### config.mk
export PLATFORM = sky130hd
export DESIGN_NAME = pm_sci_window
export DESIGN_NICKNAME = d
export VERILOG_FILES = /design/src/rtl/pm_sci_pkg.sv /design/src/rtl/pm_win_ctl.sv /design/src/rtl/pm_tmr.sv /design/src/rtl/pm_regs_dp.sv /design/src/rtl/pm_sci_window.sv
export SDC_FILE = /design/constraint.sdc
export NUM_CORES = 1
export LEC_CHECK = 0
export ABC_AREA = 1
export CORE_ASPECT_RATIO = 0.75
export CORE_MARGIN = 4
export CORE_UTILIZATION = 44
export CTS_CLUSTER_SIZE = 24
export DETAILED_ROUTE_END_ITERATION = 8
export PLACE_DENSITY = 0.86
export SKIP_LAST_GASP = 1
export SLEW_MARGIN = 25
export SYNTH_ARGS = -nofsm -noshare
export SYNTH_HDL_FRONTEND = slang
export SYNTH_SLANG_ARGS = --single-unit
### constraint.sdc
create_clock -name clk -period 4.24 [get_ports clk]
set_input_delay 0.848 -clock clk [delete_from_list [all_inputs] [get_ports clk]]
set_output_delay 0.848 -clock clk [all_outputs]
set_load 0.05 [all_outputs]
### src/rtl/pm_sci_pkg.sv
`timescale 1ns/1ps
package pm_sci_pkg;
  localparam int REG_W    = 16;
  localparam int BIT_TMR  = 0;
  localparam int BIT_LOCK = 5;
  localparam int BIT_PWR  = 8;
  localparam int BIT_RTC  = 10;
  localparam int NSRC     = 4;
  localparam logic [REG_W-1:0] SCI_MASK =
    REG_W'((1 << BIT_TMR) | (1 << BIT_LOCK) | (1 << BIT_PWR) | (1 << BIT_RTC));

  localparam logic [5:0] OFS_STS = 6'h00;
  localparam logic [5:0] OFS_EN  = 6'h02;
  localparam logic [5:0] OFS_TMR = 6'h08;

  // strobes from the decode control to the register datapath
  typedef struct packed {
    logic hit;
    logic wrSts;
    logic wrEn;
    logic rdSts;
    logic rdEn;
    logic rdTmr;
  } pmStrobe_t;

  function automatic int srcPos(input int k);
    case (k)
      0:       return BIT_TMR;
      1:       return BIT_LOCK;
      2:       return BIT_PWR;
      default: return BIT_RTC;
    endcase
  endfunction
endpackage

### src/rtl/pm_win_ctl.sv
`timescale 1ns/1ps
module pm_win_ctl
  import pm_sci_pkg::*;
#(
  parameter int ADDR_W    = 16,
  parameter int WIN_BYTES = 64
) (
  input  logic [31:0]       cfgBase,
  input  logic [7:0]        cfgCtl,
  input  logic [ADDR_W-1:0] ioAddr,
  input  logic              ioWrEn,
  input  logic              ioRdEn,
  output pmStrobe_t         strobe
);
  localparam int OFS_W = $clog2(WIN_BYTES);

  logic             winOn;
  logic             baseMatch;
  logic [OFS_W-1:0] ofs;
  logic             unusedCfg;

  assign winOn     = cfgCtl[0];
  // comparing only the bits above the offset aligns the base to WIN_BYTES
  assign baseMatch = (ioAddr[ADDR_W-1:OFS_W] == cfgBase[ADDR_W-1:OFS_W]);
  assign ofs       = ioAddr[OFS_W-1:0];
  assign unusedCfg = ^{cfgBase[31:ADDR_W], cfgBase[OFS_W-1:0], cfgCtl[7:1]};

  always_comb begin
    strobe     = '0;
    strobe.hit = winOn && baseMatch;
    if (strobe.hit) begin
      strobe.wrSts = ioWrEn && (ofs == OFS_W'(OFS_STS));
      strobe.wrEn  = ioWrEn && (ofs == OFS_W'(OFS_EN));
      strobe.rdSts = ioRdEn && (ofs == OFS_W'(OFS_STS));
      strobe.rdEn  = ioRdEn && (ofs == OFS_W'(OFS_EN));
      strobe.rdTmr = ioRdEn && (ofs == OFS_W'(OFS_TMR));
    end
  end
endmodule

### src/rtl/pm_tmr.sv
`timescale 1ns/1ps
module pm_tmr #(
  parameter int TMR_W = 24
) (
  input  logic             clk,
  input  logic             rstN,
  output logic [TMR_W-1:0] count,
  output logic             wrap
);
  always_ff @(posedge clk or negedge rstN) begin
    if (!rstN) count <= '0;
    else       count <= count + TMR_W'(1);
  end

  // high in the cycle before the MSB changes state
  assign wrap = &count[TMR_W-2:0];

  p_tmr_step_r9: assert property (@(posedge clk) disable iff (!rstN)
    rstN |=> (count == $past(count) + TMR_W'(1)));
endmodule

### src/rtl/pm_regs_dp.sv
`timescale 1ns/1ps
module pm_regs_dp
  import pm_sci_pkg::*;
#(
  parameter int DATA_W = 32,
  parameter int TMR_W  = 24
) (
  input  logic              clk,
  input  logic              rstN,
  input  pmStrobe_t         strobe,
  input  logic [DATA_W-1:0] wrData,
  input  logic              evLock,
  input  logic              evPwr,
  input  logic              evRtc,
  output logic [DATA_W-1:0] rdData,
  output logic              sci
);
  logic [REG_W-1:0] enReg;
  logic [REG_W-1:0] stsWord;
  logic [NSRC-1:0]  stsBit;
  logic [NSRC-1:0]  srcSet;
  logic [TMR_W-1:0] tmrVal;
  logic             tmrWrap;
  logic             unusedWr;

  assign unusedWr = ^wrData[DATA_W-1:REG_W];

  pm_tmr #(.TMR_W(TMR_W)) u_tmr (
    .clk   (clk),
    .rstN  (rstN),
    .count (tmrVal),
    .wrap  (tmrWrap)
  );

  // timer flag is armed only while enabled and not already pending
  assign srcSet[0] = tmrWrap && enReg[BIT_TMR] && !stsBit[0];
  assign srcSet[1] = evLock;
  assign srcSet[2] = evPwr;
  assign srcSet[3] = evRtc;

  for (genvar k = 0; k < NSRC; k++) begin : g_sts
    localparam int POS = srcPos(k);
    always_ff @(posedge clk or negedge rstN) begin
      if (!rstN)                            stsBit[k] <= 1'b0;
      else if (srcSet[k])                   stsBit[k] <= 1'b1;
      else if (strobe.wrSts && wrData[POS]) stsBit[k] <= 1'b0;
    end

    p_sts_hold_r6: assert property (@(posedge clk) disable iff (!rstN)
      $fell(stsBit[k]) |-> $past(strobe.wrSts && wrData[POS]));
  end

  always_comb begin
    stsWord = '0;
    for (int k = 0; k < NSRC; k++) stsWord[srcPos(k)] = stsBit[k];
  end

  always_ff @(posedge clk or negedge rstN) begin
    if (!rstN)            enReg <= '0;
    else if (strobe.wrEn) enReg <= wrData[REG_W-1:0];
  end

  assign sci = |(stsWord & enReg & SCI_MASK);

  always_comb begin
    rdData = '0;
    if (strobe.rdSts)      rdData = DATA_W'(stsWord);
    else if (strobe.rdEn)  rdData = DATA_W'(enReg);
    else if (strobe.rdTmr) rdData = DATA_W'(tmrVal);
  end

  p_en_hold_r7: assert property (@(posedge clk) disable iff (!rstN)
    !$stable(enReg) |-> $past(strobe.wrEn));

  p_sci_fall_r8: assert property (@(posedge clk) disable iff (!rstN)
    $fell(sci) |-> $past(strobe.wrSts || strobe.wrEn));

  p_tmr_arm_r10: assert property (@(posedge clk) disable iff (!rstN)
    $rose(stsBit[0]) |-> $past(enReg[BIT_TMR]));
endmodule

### src/rtl/pm_sci_window.sv
`timescale 1ns/1ps
module pm_sci_window
  import pm_sci_pkg::*;
#(
  parameter int ADDR_W    = 16,
  parameter int DATA_W    = 32,
  parameter int WIN_BYTES = 64,
  parameter int TMR_W     = 24
) (
  input  logic              clk,
  input  logic              rstN,
  input  logic [31:0]       cfgBase,
  input  logic [7:0]        cfgCtl,
  input  logic [ADDR_W-1:0] ioAddr,
  input  logic              ioWrEn,
  input  logic              ioRdEn,
  input  logic [DATA_W-1:0] ioWrData,
  output logic [DATA_W-1:0] ioRdData,
  output logic              ioHit,
  input  logic              evGlobalLock,
  input  logic              evPowerBtn,
  input  logic              evRtcAlarm,
  output logic              sci
);
  pmStrobe_t strobe;

  pm_win_ctl #(.ADDR_W(ADDR_W), .WIN_BYTES(WIN_BYTES)) u_ctl (
    .cfgBase (cfgBase),
    .cfgCtl  (cfgCtl),
    .ioAddr  (ioAddr),
    .ioWrEn  (ioWrEn),
    .ioRdEn  (ioRdEn),
    .strobe  (strobe)
  );

  pm_regs_dp #(.DATA_W(DATA_W), .TMR_W(TMR_W)) u_dp (
    .clk    (clk),
    .rstN   (rstN),
    .strobe (strobe),
    .wrData (ioWrData),
    .evLock (evGlobalLock),
    .evPwr  (evPowerBtn),
    .evRtc  (evRtcAlarm),
    .rdData (ioRdData),
    .sci    (sci)
  );

  assign ioHit = strobe.hit;

  p_off_quiet_r3: assert property (@(posedge clk) disable iff (!rstN)
    !cfgCtl[0] |-> (ioRdData == '0 && !ioHit));
endmodule

## Word-level counts from Yosys, hierarchy flattened

Cells that the tools add are included.

- Register bits: 44
- Bits of input ports: 95
- Logic and storage cells: 43

- Add/sub/neg operators: 1
- Eq/ne operators: 3
- Muxes and demuxes: 12
- Bitwise logic cells: 1
- Reduce and logical (&&, ||, !) cells: 20

Operator list:

| operator | count |
|---|---|
| two-way mux 24 bit | 3 |
| adder 24 x 1 -> 24 bit, second input constant | 1 |
| AND reduction 23 bit | 1 |
| logical AND 1 bit | 12 |
| bitwise AND 11 bit | 1 |
| == test 10 bit | 1 |
| two-way mux 1 bit | 8 |
| nonzero test 2 bit | 4 |
| == test 6 x 2 -> 1 bit, second input constant | 1 |
| == test 6 x 4 -> 1 bit, second input constant | 1 |
| zero test 6 bit | 1 |
| two-way mux 5 bit | 1 |
| OR reduction 4 bit | 1 |
| zero test 1 bit | 1 |

## Logic depth before layout (Yosys ltp)

Gate-level depths: netlist of run 1.

- Depth in word-level cells: 6
- Gate-level depth with buffers: 12
- Depth with buffers taken out: 11

## Cells and area by module

A second synthesis of run 1 with hierarchy kept.

- Cells, all modules: 396
- Area, all modules: 2,782.7 sq um

By module, submodules not included:

| module | times used | cells an instance | area an instance (sq um) |
|---|---|---|---|
| pm_regs_dp | 1 | 184 | 1,242.4 |
| pm_tmr | 1 | 142 | 1,231.2 |
| pm_win_ctl | 1 | 70 | 309.0 |

## Worst setup path before layout of run 1

Ideal clock, no wire load.

- Path kind: in2out
- From: input cfgBase[7]
- To: output ioRdData[17]
- Arrival: 2.770 ns
- Path slack: 0.622 ns
- Stages: 6
- Cell sequence: xnor2_1 -> nand2_1 -> nor2_1 -> nand4_2 -> buf_6 -> nor3b_1

- Word-level cells in the longest chain between the ends: 6

Ends and longest elaborated chain:

| item | RTL line | source |
|---|---|---|
| start, declared | pm_sci_window.sv:12 | `input logic [31:0] cfgBase,` |
| == test 10 bit * | pm_win_ctl.sv:24 | `assign baseMatch = (ioAddr[ADDR_W-1:OFS_W] == cfgBase[ADDR_W-1:OFS_W]);` |
| logical AND 1 bit * | pm_win_ctl.sv:30 | `strobe.hit = winOn && baseMatch;` |
| two-way mux 5 bit * | pm_win_ctl.sv:31 | `if (strobe.hit) begin` |
| two-way mux 24 bit | pm_regs_dp.sv:69 | `else if (strobe.rdTmr) rdData = DATA_W'(tmrVal);` |
| two-way mux 24 bit | pm_regs_dp.sv:68 | `else if (strobe.rdEn) rdData = DATA_W'(enReg);` |
| two-way mux 24 bit * | pm_regs_dp.sv:67 | `if (strobe.rdSts) rdData = DATA_W'(stsWord);` |
| end, declared | pm_sci_window.sv:18 | `output logic [DATA_W-1:0] ioRdData,` |

Every way passes the cells marked *; elsewhere a longest branch is shown, timed or not.

## Worst setup path after layout of run 1

- From: input cfgBase[6]
- To: output ioRdData[0]

The elaborated chain is that of the path after synthesis.

==> results of run 1 <==
## through the flow
| step | power [W] | cells | setup WS [ps] |
|---|---|---|---|
| 4_1_cts | 0.000800 | 497 | 507 |
| 5_1_grt | 0.000823 | 497 | 363 |
| 3_5_place_dp | 0.000521 | 490 | 522 |
| 6_report | 0.000797 | 497 | 510 |
| 2_1_floorplan | 0.000468 | 351 | 622 |
| 3_3_place_gp | 0.000518 | 490 | 596 |
## cell families after synthesis
| group | after synthesis | synth area share |
|---|---|---|
| xor+xnor | 23 | 0.0751 |
| flops | 44 | 0.410 |
| fa+ha+maj | 1 | 0.00466 |
| compound gates | 26 | 0.0625 |
| other cells | 1 | 0.00140 |
| simple gates | 166 | 0.305 |
| buf+inv | 83 | 0.141 |
## critical path, stage by stage
cell and delay, ps:
clkdlybuf4s50_1 500, inv_1 70, nand2_1 70, nand2_1 60, nor2_1 110, nand2_1 100
nor2_4 150, nand4_2 90, buf_4 240, o21ai_0 250, nand2_1 120, nand2_1 120
buf_12 140
## report_power, final
part / internal, W / switching, W
registers: 0.000419 / 0.0000000602
clock network: 0.000145 / 0.000139
logic: 0.0000467 / 0.0000465
total: 0.000611 / 0.000186
## registers in the layout, indices dropped and copies added, names as in the netlist
name,flops
u_dp.u_tmr.count,24
u_dp.enReg,16
u_dp.stsBit,4
## placed cells by master, fill, tap and decap left out, drive strengths merged
master / netlist / final
nand2: 98 / 98
inv: 66 / 66
clkdlybuf4s50: 0 / 50
dfrtp: 44 / 44
buf: 15 / 28
nor2: 27 / 27
xor2: 22 / 22
nand3: 16 / 16
nor3: 13 / 13
o22ai: 12 / 12
o21ai: 12 / 12
conb: 1 / 8
clkbuf: 2 / 7
nand4: 7 / 7
nor3b: 3 / 3
nor4: 2 / 2
o32a: 1 / 1
o21a: 1 / 1
xnor2: 1 / 1
ha: 1 / 1
## cell type report
cell class / count / area [um^2] / area share
Timing Repair Buffer: 78 / 1010 / 0.267
Tap cell: 78 / 97.6 / 0.0258
Sequential cell: 44 / 1100 / 0.291
Clock buffer: 7 / 96.3 / 0.0255
Multi-Input combinational cell: 224 / 1230 / 0.325
Inverter: 66 / 248 / 0.0655
## layer usage
metal	up-vias	wire length, um	global-route usage
li1	1190	-	-
met1	1094	2920	0.233
met5	-	0	0
met4	0	77	0.0515
met2	63	3330	0.338
met3	10	345	0.0412
## final timing paths
kind,from,to,slack [ps],cells past startpoint
min,u_dp.enReg[6]$_DFFE_PN0P_,u_dp.enReg[6]$_DFFE_PN0P_,480,2
max in group asynchronous,rstN,u_dp.enReg[12]$_DFFE_PN0P_,3330,1
min in group asynchronous,rstN,u_dp.u_tmr.count[20]$_DFF_PN0_,530,1
max,cfgBase[6],ioRdData[0],510,13
max reg2reg,u_dp.u_tmr.count[0]$_DFF_PN0_,u_dp.u_tmr.count[22]$_DFF_PN0_,2470,9
min reg2reg,u_dp.enReg[6]$_DFFE_PN0P_,u_dp.enReg[6]$_DFFE_PN0P_,480,2
==> run metrics, run 1 <==
Max rail drop VDD 0.128 mV; Slew @ Worst Pin 556 ps; Via-to-Cell Ratio 4.74; Post-Synthesis Cells 344; unrepaired setup endpoints after global routing false; row count 24; Fillers between 400 and 500; core area 5860 um^2; Area Growth Syn to Fin 41.0%; post-synth cell types 31; final-report hold violation count 0; synthesized area 2680 um^2; Setup violations, final 0; CP arrival 2880 ps; Placement Cell Area 3680 um^2; All-Layer GR Usage 0.187; Setup Skew 3.13 ps; insertion delay to the later sink of the worst-skew pair 300 ps; Setup TNS Final 0 ps; outcome finished, final reports clean; worst setup path class in -> out; Vert. Die Dim 75.6 um; top-area cell type share of the netlist area 0.410; CP required 3390 ps; Commonest cells post-synth nand2_1, inv_1, dfrtp_1; largest net degree at the start of global routing 45; Avg Inst Size Synth between 7 and 8 um^2; Worst setup EP type output port; Final Max Tran Viols 0; P per Cell Area 211 nW/um^2; Initial Utilization 0.458; CTS Hold Bufs 0; total clock sinks 44; GP Congestion 0.845; Post-synth ARST share 1.00; top cells by area, synth dfrtp_1, nand2_1, inv_1; most frequent cell after synthesis nand2_1; post-synthesis sequential area ratio 0.410; DIE AREA ~7400 um^2; Final period util 0.880; Vias 2,357; Syn. warnings 0; Hold Slack 476 ps; Post-synth EDFFs 0; first-pass GRT wire length 11.1 mm; total wire length 6.67 mm; fraction of layout cells with a size suffix above 1 0.146; die width 98.2 um; Antenna Cells 0; final HPWL from detailed placement 5.31 mm; fmax 0.268 GHz; Residual DRC 0; Relative slew margins 0.630; Clock transition at path regs 80 ps; I/O Pins 129; Hold Crit Class reg -> reg; final instance area 3780 um^2; TritonCTS Buffers 5; fin crit period 3730 ps; H-Tree Level Count 2; Final ANT Viol Nets 0; Root Buffer clkbuf_8; leakage 1.80 nW; CTS tree built; vias in the first global route 2,400; total grt overflow 0; Max Fanout on Critical Path 24; post_cts resized 0; post-CTS setup buffers 0; Nets about 500; post-synth top area cell dfrtp_1; max-cap check violation count 0; register bit count reported by yosys 44; clk buf depth 2; Worst Setup Start Kind input port; initial antenna violation count 0; Util after Layout 0.646; Top FF cell, synth dfrtp_1; Initial DRT Pass Iterations 4; PortBufs 75; drt wl/cell 13.4 um; Initial DRC Count 146
Power figures use the tool's default switching activity.
==> run 2, diff against run 1 <==
- CORE_UTILIZATION: 44 -> 41
- PLACE_DENSITY: 0.86 -> 0.81
- clock period: 4.24 -> 3.6 ns (I/O delays scaled with it)
==> run 2 against run 1 <==
Net effect: cell count is 0.60% higher; sequential power grew 18%; die area grew 6.6%; clock skew rose by 4.3 ps; worst hold slack got worse by 70 ps; first-iteration DRC count is 25% lower; critical path depth shrank 5; largest power group unchanged; highest routed layer unchanged; count of clock-buffer cells in the layout is 1 lower; clock power rose by 4%.
==> run metrics, run 2 (same netlist as run 1, synthesis figures left out) <==
outcome finished, final reports clean (unchanged); final-report hold violation count 0 (unchanged); Most flops, register u_dp.u_tmr.count (unchanged); post-CTS setup buffers 0 (unchanged); All-Layer GR Usage 0.163 (was 0.187); P_int 0.000681 W (was 0.000611 W); CP arrival 2640 ps (was 2880 ps); Clock power frac 0.328 (was 0.357); total grt overflow 0 (unchanged); Largest regs u_dp.u_tmr.count (24), u_dp.enReg (16), u_dp.stsBit (4) (unchanged); Final Max Tran Viols 0 (unchanged); vias in the first global route 2,220 (was 2,400); final instance area 3770 um^2 (was 3780 um^2); CTS Hold Bufs 0 (unchanged); fraction of layout cells with a size suffix above 1 0.146 (unchanged); Vias 2,301 (was 2,357); Via-to-Cell Ratio 4.60 (was 4.74); drt wl/cell 12.1 um (was 13.4 um); Max Fanout on Critical Path 24 (unchanged); P per Cell Area 238 nW/um^2 (was 211 nW/um^2); met3 WL 392 um (was 345 um); crit-path cells clkdlybuf4s50_1 > xnor2_1 > nand2_1 > nor2_1 > nand4_2 > buf_4 > nor3b_1 > buf_12 (was clkdlybuf4s50_1 > inv_1 > nand2_1 > nand2_1 > nor2_1 > nand2_1 > nor2_4 > nand4_2 > buf_4 > o21ai_0 > nand2_1 > nand2_1 > buf_12); Hold Crit Class in -> async (was reg -> reg); core area 6320 um^2 (was 5860 um^2); Flop pwr share 0.551 (was 0.526); total power 0.000897 W (was 0.000797 W); Worst setup EP type output port (unchanged); die width 101 um (was 98.2 um); total wire length 6.03 mm (was 6.67 mm); clk buf depth 2 (unchanged); Max rail drop VDD 0.144 mV (was 0.128 mV); initial antenna violation count 0 (unchanged); CTS tree built (unchanged); Bufs and invs on worst path 3 (was 4); leakage 1.79 nW (was 1.80 nW); Setup Skew 7.40 ps (was 3.13 ps); H-Tree Level Count 2 (unchanged); Initial DRT Pass Iterations 4 (unchanged); largest net degree at the start of global routing 45 (unchanged); max-cap check violation count 0 (unchanged); NetSw 0.000216 W (was 0.000186 W); max incr delay on CP 470 ps (was 500 ps); first-pass GRT wire length 10.4 mm (was 11.1 mm); commonest non-fill, non-tap cell in the layout nand2_1 (unchanged); Post-Layout Cell Count 500 (was 497); Residual DRC 0 (unchanged); Vert. Die Dim 78.1 um (was 75.6 um); Root Buffer clkbuf_8 (unchanged); DIE AREA 7910 um^2 (was 7420 um^2); Final ANT Viol Nets 0 (unchanged); post_cts resized 0 (unchanged); Relative slew margins 0.629 (was 0.630); fmax just under 0.3 GHz; Initial DRC Count 110 (was 146); Antenna Cells 0 (unchanged); GP Congestion 0.812 (was 0.845); Largest register FFs 24 (unchanged); Final period util 0.934; I/O Pins 129 (unchanged); final HPWL from detailed placement 4.79 mm (was 5.31 mm); unrepaired setup endpoints after global routing false (unchanged); Setup TNS Final 0 ps (unchanged); insertion delay to the later sink of the worst-skew pair 290 ps (was 300 ps); worst setup path class in -> out (unchanged); Nets 515 (unchanged); DR WL met2 2.73 mm (was 3.33 mm); Worst Setup Start Kind input port (unchanged); highest-count cells in the layout ignoring fill and taps nand2_1, inv_1, clkdlybuf4s50_1 (unchanged); Sw Share 0.241 (was 0.233); top layer in use met4 (unchanged); total clock sinks 44 (unchanged); CP required 2880 ps (was 3390 ps); Clock transition at path regs 80 ps (about the same); Setup violations, final 0 (unchanged); Util after Layout 0.596 (was 0.646); TritonCTS Buffers 5 (unchanged); Slew @ Worst Pin 556 ps (about the same); Worst R2R Setup Slack 1850 ps (was 2470 ps); Area Growth Syn to Fin 40.4% (was 41.0%); Initial Utilization 0.425 (was 0.458); DRT met1 WL 2.82 mm (was 2.92 mm); CP top delay family simple AND/OR/NAND/NOR gates (was buffers and inverters); Crit-path slowest cell clkdlybuf4s50_1 (unchanged); Placement Cell Area 3690 um^2 (was 3680 um^2); Comb pwr share 0.121 (was 0.117); PortBufs 75 (unchanged); placed insts 493 (was 490); row count 25 (was 24); fin crit period about 3400 ps
[run 2: cell types whose count changed in the layout (fill, tap and decap cells not counted)]
cell             previous run  this run
buf_4                       4         5
clkbuf_1                    0         1
clkbuf_8                    7         5
clkdlybuf4s50_1            50        49
clkinv_2                    0         1
[run 2: power by group through the flow]
stage,registers [W],clock network [W],logic (W)
after floorplan,0.000504,0,0.0000468
after global placement,0.000504,0,0.000106
after detailed placement,0.000504,0,0.000109
after CTS,0.000494,0.000305,0.000109
after global routing,0.000494,0.000325,0.000119
final,0.000494,0.000295,0.000108
[run 2: layout make-up]
cell class	instances	area, um^2
clock inverters	1	5.00
fillers	568	2550
multi-input cells	224	1230
repair buffers	78	1010
inverters	66	248
flip-flops and latches	44	1100
well taps	81	101
clock buffers	6	72.6
[run 2: per-stage QoR]
stage | hold WS, ps | setup WS, ps
detailed placement | 459 | 261
global placement | 454 | 266
global route | 443 | 40.3
floorplan | 424 | 238
CTS | 477 | 251
finish | 407 | 238
[run 2: worst paths after layout]
path                       cells past startpoint                           from                             end
max                                            8                      ioAddr[7]                    ioRdData[20]
min                                            1                           rstN       u_dp.enReg[8]$_DFFE_PN0P_
max reg2reg                                    9  u_dp.u_tmr.count[0]$_DFF_PN0_  u_dp.u_tmr.count[22]$_DFF_PN0_
min reg2reg                                    2      u_dp.enReg[6]$_DFFE_PN0P_       u_dp.enReg[6]$_DFFE_PN0P_
max in group asynchronous                      1                           rstN   u_dp.u_tmr.count[1]$_DFF_PN0_
min in group clk                               2      u_dp.enReg[6]$_DFFE_PN0P_       u_dp.enReg[6]$_DFFE_PN0P_
[run 2: routing by layer]
metal  track usage  vias to the layer above
met5             0                        -
met2         0.244                       66
met3        0.0364                        9
li1              -                     1196
met4        0.0452                        0
met1         0.236                     1030
==> run 3, diff against run 2 <==
- clock period: 3.6 -> 3.15 ns (I/O delays scaled with it)
==> run 3 against run 2 <==
Net effect: register-to-register slack lost 470 ps; die area is the same; global-route usage grew 0.25 points; clock power grew 13%; cell count grew 1.8%; wire length grew 18%; worst setup slack lost 160 ps; utilization grew 4.0 points; count of clock-buffer cells in the layout is the same; total power grew 15%; cell area grew 6.7%; first-iteration DRC count grew 48%; critical path type unchanged.
==> run metrics, run 3 (same netlist as run 1, synthesis figures left out) <==
outcome finished, final reports clean (unchanged); fraction of layout cells with a size suffix above 1 0.192 (was 0.146); Antenna Cells 0 (unchanged); Worst setup EP type output port (unchanged); fin crit period 3080 ps; Hold Slack 313 ps (was 407 ps); DIE AREA 7910 um^2 (unchanged); final instance area 4020 um^2 (was 3770 um^2); Placement Cell Area 3740 um^2 (was 3690 um^2); CTS Hold Bufs 0 (unchanged); DP Worst Slack 4.97 ps (was 261 ps); clk buf depth 2 (unchanged); total power 0.00103 W (was 0.000897 W); Relative slew margins 0.633 (was 0.629); Via-to-Cell Ratio 4.77 (was 4.60); I/O Pins 129 (unchanged); Area Growth Syn to Fin 49.8% (was 40.4%); PortBufs 75 (unchanged); Crit-path slowest cell clkdlybuf4s50_1 (unchanged); fmax 0.325 GHz; initial antenna violation count 0 (unchanged); Slew @ Worst Pin 550 ps (was 556 ps); Setup Skew 7.08 ps (was 7.40 ps); Worst Setup Start Kind input port (unchanged); commonest non-fill, non-tap cell in the layout nand2_1 (unchanged); GP Congestion 0.830 (was 0.812); met3 WL 389 um (was 392 um); first-pass GRT wire length 10.6 mm (was 10.4 mm); final HPWL from detailed placement 4.85 mm (was 4.79 mm); Largest register FFs 24 (unchanged); Root Buffer clkbuf_8 (unchanged); Setup violations, final 0 (unchanged); total wire length 7.14 mm (was 6.03 mm); total clock sinks 44 (unchanged); leakage 2.02 nW (was 1.79 nW); Initial DRC Count 163 (was 110); crit-path cells clkdlybuf4s50_1 > inv_1 > nand2_1 > nor3_2 > nand4_1 > buf_2 > o22ai_1 > buf_12 (was clkdlybuf4s50_1 > xnor2_1 > nand2_1 > nor2_1 > nand4_2 > buf_4 > nor3b_1 > buf_12); RR Startpoint u_dp.u_tmr.count[0]$_DFF_PN0_ (unchanged); Final ANT Viol Nets 0 (unchanged); max-cap check violation count 0 (unchanged); core area 6320 um^2 (unchanged); Final Max Tran Viols 0 (unchanged); Clock transition at path regs 80 ps (about the same); Final period util 0.977; DRT met1 WL 3.15 mm (was 2.82 mm); unrepaired setup endpoints after global routing false (unchanged); crit path from ioAddr[3] (was ioAddr[7]); die width 101 um (unchanged); Initial DRT Pass Iterations 4 (unchanged); Residual DRC 0 (unchanged); All-Layer GR Usage 0.166 (was 0.163); CP arrival 2450 ps (was 2640 ps); Max rail drop VDD 0.157 mV (was 0.144 mV); Initial Utilization 0.425 (unchanged); worst setup margin 73.2 ps (was 238 ps); Most flops, register u_dp.u_tmr.count (unchanged); total grt overflow 0 (unchanged); max incr delay on CP 430 ps (was 470 ps); Setup TNS Final 0 ps (unchanged); insertion delay to the later sink of the worst-skew pair 300 ps (was 290 ps); vias in the first global route 2,258 (was 2,220); Hold Crit Class in -> async (unchanged); worst setup path class in -> out (unchanged); Nets 524 (was 515); TritonCTS Buffers 5 (unchanged); Vias 2,426 (was 2,301); highest-count cells in the layout ignoring fill and taps nand2_1, inv_1, dfrtp_1 (was nand2_1, inv_1, clkdlybuf4s50_1); CTS tree built (unchanged); Vert. Die Dim 78.1 um (unchanged); Worst Setup EP ioRdData[7] (was ioRdData[20]); largest net degree at the start of global routing 45 (unchanged); H-Tree Level Count 2 (unchanged); r2r endpoint u_dp.u_tmr.count[22]$_DFF_PN0_ (unchanged); row count 25 (unchanged); CP required 2520 ps (was 2880 ps); P per Cell Area 256 nW/um^2 (was 238 nW/um^2); Largest regs u_dp.u_tmr.count (24), u_dp.enReg (16), u_dp.stsBit (4) (unchanged); Reg2Reg Depth 9 (unchanged); Max Fanout on Critical Path 5 (was 24); drt wl/cell 14.0 um (was 12.1 um); DR WL met2 3.54 mm (was 2.73 mm); Worst R2R Setup Slack 1380 ps (was 1850 ps); final-report hold violation count 0 (unchanged); top layer in use met4 (unchanged)
==> run 3: worst min-delay path by stage <==
stage / startpoint / endpoint / slack, ps / depth (start not counted)
floorplan: rstN / u_dp.enReg[0]$_DFFE_PN0P_ / 330 / 0
global placement: u_dp.enReg[6]$_DFFE_PN0P_ / u_dp.enReg[6]$_DFFE_PN0P_ / 450 / 2
detailed placement: u_dp.enReg[11]$_DFFE_PN0P_ / u_dp.enReg[11]$_DFFE_PN0P_ / 460 / 2
CTS: u_dp.enReg[6]$_DFFE_PN0P_ / u_dp.enReg[6]$_DFFE_PN0P_ / 480 / 2
global route: rstN / u_dp.enReg[8]$_DFFE_PN0P_ / 360 / 1
finish: rstN / u_dp.enReg[8]$_DFFE_PN0P_ / 310 / 1
==> run 3: per-stage QoR <==
step,std cells,util
floorplan,351,-
global placement,495,0.592
detailed placement,495,0.592
CTS,502,0.604
global route,509,0.636
finish,509,0.636
==> run 3: final cells by class <==
class                      count  area [um^2]
clock inverter                 1         5.00
sequential                    44         1100
clock buffer                   6         72.6
multi-input combinational    224         1290
inverter                      66          248
timing repair buffer          87         1200
tap                           81          101
fill                         514         2300
==> run 3: repair_timing <==
action                                  in CTS  in global routing
gates resized for setup                      0                 37
endpoints found under the setup margin       0                 20
buffers inserted                             0                  3
==> run 3: report_power, final <==
part	switching (W)	internal (W)	leakage, nW
clock network	0.000183	0.000151	0.0410
logic	0.0000672	0.0000628	1.40
registers	0.0000000850	0.000564	0.580
==> run 3: metal layers <==
metal	GRT usage	vias to the layer above
met4	0.0465	0
met2	0.249	65
li1	-	1207
met1	0.240	1146
met3	0.0364	8
met5	0	-
==> run 3: worst max-delay path, delay by kind of cell <==
kind | cells | cell delay, ps
compound gates | 1 | 260
simple gates | 3 | 590
buf+inv | 4 | 960
